## config.mk

```make
export PLATFORM = sky130hd
export DESIGN_NAME = masked_irq_ctl
export DESIGN_NICKNAME = d
export VERILOG_FILES = /design/src/rtl/masked_irq_pkg.sv /design/src/rtl/irq_wr_decode.sv /design/src/rtl/irq_pend_state.sv /design/src/rtl/masked_irq_ctl.sv
export SDC_FILE = /design/constraint.sdc
export NUM_CORES = 1
export LEC_CHECK = 0
export ABC_AREA = 1
export BUFFER_PORTS_ARGS = -buffer_cell sky130_fd_sc_hd__clkbuf_2
export CORE_MARGIN = 1
export CORE_UTILIZATION = 43
export DETAILED_ROUTE_END_ITERATION = 16
export PLACE_DENSITY_LB_ADDON = 0.12
export SYNTH_ARGS = -nofsm -noshare
export SYNTH_HDL_FRONTEND = slang
export SYNTH_SLANG_ARGS = --single-unit
export TNS_END_PERCENT = 5
```

## constraint.sdc

```tcl
create_clock -name clk -period 1.6 [get_ports clk]
set_input_delay 0.32 -clock clk [delete_from_list [all_inputs] [get_ports clk]]
set_output_delay 0.32 -clock clk [all_outputs]
set_load 0.05 [all_outputs]
```

## src/rtl/masked_irq_pkg.sv

```systemverilog
package masked_irq_pkg;
    parameter int IRQ_LINES = 8;
    parameter int DATA_W    = 8;
    parameter int ADDR_W    = 3;
    parameter int RDATA_W   = 64;
    parameter int IDX_W     = 4;

    localparam logic [ADDR_W-1:0] A_PEND0 = 3'd0;
    localparam logic [ADDR_W-1:0] A_MASK0 = 3'd1;
    localparam logic [ADDR_W-1:0] A_ACK0  = 3'd2;
    localparam logic [ADDR_W-1:0] A_STAT1 = 3'd4;
    localparam logic [ADDR_W-1:0] A_MASK1 = 3'd5;
    localparam logic [ADDR_W-1:0] A_ACK1  = 3'd6;

    typedef struct packed {
        logic [IRQ_LINES-1:0] pend;
        logic [IRQ_LINES-1:0] en;
    } irq_state_t;
endpackage

```

## src/rtl/irq_wr_decode.sv

```systemverilog
module irq_wr_decode
    import masked_irq_pkg::*;
(
    input  logic                 wr_i,
    input  logic [ADDR_W-1:0]    addr_i,
    input  logic [DATA_W-1:0]    wdata_i,
    output logic                 mask_we_o,
    output logic [IRQ_LINES-1:0] mask_en_o,
    output logic [IRQ_LINES-1:0] ack_vec_o
);
    logic                ack_we;
    logic [IDX_W-1:0]    ack_idx;

    assign mask_we_o = wr_i && (addr_i == A_MASK0);
    assign mask_en_o = ~wdata_i[IRQ_LINES-1:0];
    assign ack_we    = wr_i && (addr_i == A_ACK0);
    assign ack_idx   = wdata_i[IDX_W-1:0];

    for (genvar i = 0; i < IRQ_LINES; i++) begin : g_ack
        assign ack_vec_o[i] = ack_we && (ack_idx == IDX_W'(i));
    end
endmodule

```

## src/rtl/irq_pend_state.sv

```systemverilog
module irq_pend_state
    import masked_irq_pkg::*;
(
    input  logic                 clk,
    input  logic                 rst_n,
    input  logic                 mask_we_i,
    input  logic [IRQ_LINES-1:0] mask_en_i,
    input  logic [IRQ_LINES-1:0] ack_vec_i,
    input  logic [IRQ_LINES-1:0] set_i,
    input  logic [IRQ_LINES-1:0] clr_i,
    output logic [IRQ_LINES-1:0] pend_o,
    output logic [IRQ_LINES-1:0] en_o
);
    irq_state_t state_d, state_q;

    always_comb begin
        state_d = state_q;
        // clears first, then sets so that a set wins on a collision
        state_d.pend = (state_q.pend & ~(clr_i | ack_vec_i)) | set_i;
        if (mask_we_i) begin
            state_d.en = mask_en_i;
        end
    end

    always_ff @(posedge clk) begin
        if (!rst_n) begin
            state_q <= '0;
        end else begin
            state_q <= state_d;
        end
    end

    assign pend_o = state_q.pend;
    assign en_o   = state_q.en;
endmodule

```

## src/rtl/masked_irq_ctl.sv

```systemverilog
module masked_irq_ctl
    import masked_irq_pkg::*;
(
    input  logic                 clk,
    input  logic                 rst_n,
    input  logic                 reg_wr_i,
    input  logic [ADDR_W-1:0]    reg_addr_i,
    input  logic [DATA_W-1:0]    reg_wdata_i,
    output logic [RDATA_W-1:0]   reg_rdata_o,
    input  logic [IRQ_LINES-1:0] hw_set_i,
    input  logic [IRQ_LINES-1:0] hw_clr_i,
    output logic                 irq_o
);
    logic                 mask_we;
    logic [IRQ_LINES-1:0] mask_en;
    logic [IRQ_LINES-1:0] ack_vec;
    logic [IRQ_LINES-1:0] pend;
    logic [IRQ_LINES-1:0] en;

    irq_wr_decode u_dec (
        .wr_i      (reg_wr_i),
        .addr_i    (reg_addr_i),
        .wdata_i   (reg_wdata_i),
        .mask_we_o (mask_we),
        .mask_en_o (mask_en),
        .ack_vec_o (ack_vec)
    );

    irq_pend_state u_state (
        .clk       (clk),
        .rst_n     (rst_n),
        .mask_we_i (mask_we),
        .mask_en_i (mask_en),
        .ack_vec_i (ack_vec),
        .set_i     (hw_set_i),
        .clr_i     (hw_clr_i),
        .pend_o    (pend),
        .en_o      (en)
    );

    always_comb begin
        reg_rdata_o = '0;
        if (reg_addr_i == A_PEND0) begin
            reg_rdata_o = RDATA_W'(pend);
        end
    end

    assign irq_o = |(pend & en);
endmodule

```

==> summary.txt <==
GRT
  – GR Util All Layers: 13.1%
  – Initial antenna violation count: 0
  – Gr busiest metal: met2
  – Pin count of the biggest net entering global routing: 13
  – Vias in the first global route: 796
  – GR Layer Usage met1: roughly 17%
  – M3 GR Usage: 4.65%
  – Total grt overflow: 0
  – First-pass GRT wire length: 3.23 mm
  – Grt met2 use: approximately a fifth

Clocking
  – CTS root buffer: clkbuf_4
  – Worst skew pair latency: 0.28 ns
  – CTS sink cnt: 16
  – Clock transition at path regs: 0.10 ns
  – Setup Fix Bufs, Post-CTS: 0
  – H-Tree Depth: 1
  – Total CTS buffers: 3
  – CTS tree: built
  – Clock Path Buffers: 2

STA
  – Hold Fails Final Rpt: 0
  – Crit path time final: 1.51 ns
  – RSZ-0062 raised after global routing: false
  – Final period util: 94.3%
  – # setup viols final: 0
  – Fmax achieved: 663 MHz
  – Layout Skew: 0 ns
  – Fin Setup TNS: 0 ns
  – Pins Over Slew Limit: 0

Detailed routing
  – First-pass iteration count of the detailed router: 4
  – Routed WL per cell: 7.67 um
  – DR iter-0 viols: 27
  – Antenna Violating Nets Remaining: 0
  – DR vias/cell: 3.86
  – Post-route DRC: 0
  – Via count: 1026
  – Routed WL: 2.04 mm

Status
  – Status: complete, no violations

Floorplanning
  – Die H: ~56 um
  – I/O Pins: 95
  – Die Wd: ~56 um
  – Core area: around 0.0028 sq mm
  – Cell row count: 19
  – Die area: 0.00314 sq mm
  – Initial Util: 45.5%

Synthesis
  – Yosys reg bits: 16
  – Area share of the largest cell type after synthesis: 33.5%
  – Synth top area cells: buf_4, dfxtp_1, nor2_1
  – YS warnings: 0
  – Cells after synthesis: 196
  – Syn Std Cell Area: 0.00125 sq mm
  – Largest area contributor in the netlist: buf_4
  – Post-synthesis sequential area ratio: about 26%
  – Avg Cell Area, Syn: 6.40 sq um
  – Post-synth cell types: 15

Layout
  – Share of cells above drive strength 1: between 20% and 30%
  – Inserted Diodes: 0
  – Nets: approximately 270
  – Fillcell total: roughly 340
  – Most common cell after layout, fill and taps aside: conb_1
  – Area Overhead vs Synth: 2.99%
  – Core Util, Final: 46.8%
  – Most frequent cells in the layout: conb_1, nor2_1, nand2_1, clkbuf_2, inv_1

Power
  – Power density over cell area: around 880 mW/mm^2
  – Switching Power: between 500 and 600 uW
  – Lkg Pwr: 0.000765 uW
  – Clock share of power: 23.9%
  – Comb power frac: 38.0%
  – Worst IR Drop VDD: 656 uV
  – Switching Fraction: 45.7%
  – Design internal power: 614 uW
  – Flop pwr share: 38.1%

Placed design
  – Hpwl dp: 1.73 mm
  – Port Buf Inserts: 38
  – Final GP Congestion: 0.752

Worst setup path
  – Slowest CP cell: dfxtp_1
  – Worst-path fanout max: 2
  – Cell chain of the critical path: a22o_1 -> nor2_1 -> nand2_1 -> buf_2
  – Worst EP arrival: 1.19 ns
  – Worst Setup End Kind: primary output
  – Worst path max stage delay: 0.34 ns
  – Critical Path RT: between 1 and 1.5 ns
  – Kind of critical path: flop to primary output
  – CP Launch Type: flop

Worst hold path
  – HP Class: input port to flop

Run
  – # Max-Cap Violations: 0
==> sequential cells by signal (all words and copies together) (netlist names) <==
signal	flops
u_state.pend_o	8
u_state.en_o	8
==> final timing paths <==
kind,start,endpoint,cells past startpoint,slack [ns]
max,u_state.pend_o[0],irq_o,4,0.09
min,hw_set_i[3],u_state.pend_o[3],3,0.23
max reg2reg,u_state.pend_o[0],u_state.pend_o[0],4,0.87
min reg2reg,u_state.en_o[7],u_state.en_o[7],2,0.49
==> routing by layer <==
layer,part of all wire [%],vias to the layer above
li1,-,550
met1,45,424
met2,45,50
met3,9.5,2
met4,0.49,0
met5,0,-
==> area by class of cell <==
cell class,count,area [sq um],share of cell area (%)
well taps,31,38.8,3.00
multi-input cells,153,616,47.7
repair buffers,38,190,14.7
inverters,24,90.1,6.98
flip-flops and latches,16,320,24.8
clock buffers,4,36.3,2.81
==> cell families (layout without fill, tap and decap cells) <==
logic type	Yosys count	count (layout)	synth area share, %
buffers and inverters	82	66	42.0
other	1	56	0.299
flip-flops	16	16	25.5
AO/OA/AOI/OAI	15	15	6.59
AND/OR/NAND/NOR	82	82	25.5
==> per-stage QoR <==
step                      hold WS [ns]  worst slack (ns)  cells  instance area [sq um]  power [uW]
after global placement           0.468            0.0955    262                   1250         869
after floorplan                  0.454            0.0251    251                   1460         919
after CTS                        0.232            0.0439    266                   1290        1140
final                            0.234            0.0908    266                   1290        1130
after detailed placement         0.473            0.0704    262                   1250         868
after global routing             0.238            0.0124    266                   1290        1190
==> synth_stat cells, drive strengths merged <==
library cell / n
a21oi: 9
a22o: 2
buf: 58
conb: 1
dfxtp: 16
inv: 24
nand2: 37
nand3: 2
nor2: 43
o21ai: 4
==> critical path: cells and delay by family (launching register included) <==
kind                   cells  cell delay [ns]
DFF                        1             0.34
buffers and inverters      1             0.20
and+or+nand+nor            2             0.13
AOI/OAI and AO/OA          1             0.22
==> timing repair <==
action	4_1_cts	5_1_grt
hold buffers	0	0
gates resized for setup	0	7
setup endpoints to repair	0	8
==> power by group through the flow <==
stage | combinational (uW) | clock (uW) | sequential (uW)
after floorplan | 484 | 0 | 435
after detailed placement | 429 | 0 | 440
after global routing | 455 | 299 | 434
after CTS | 429 | 277 | 430
final | 430 | 270 | 431
after global placement | 429 | 0 | 440
Power figures use the tool's default switching activity.
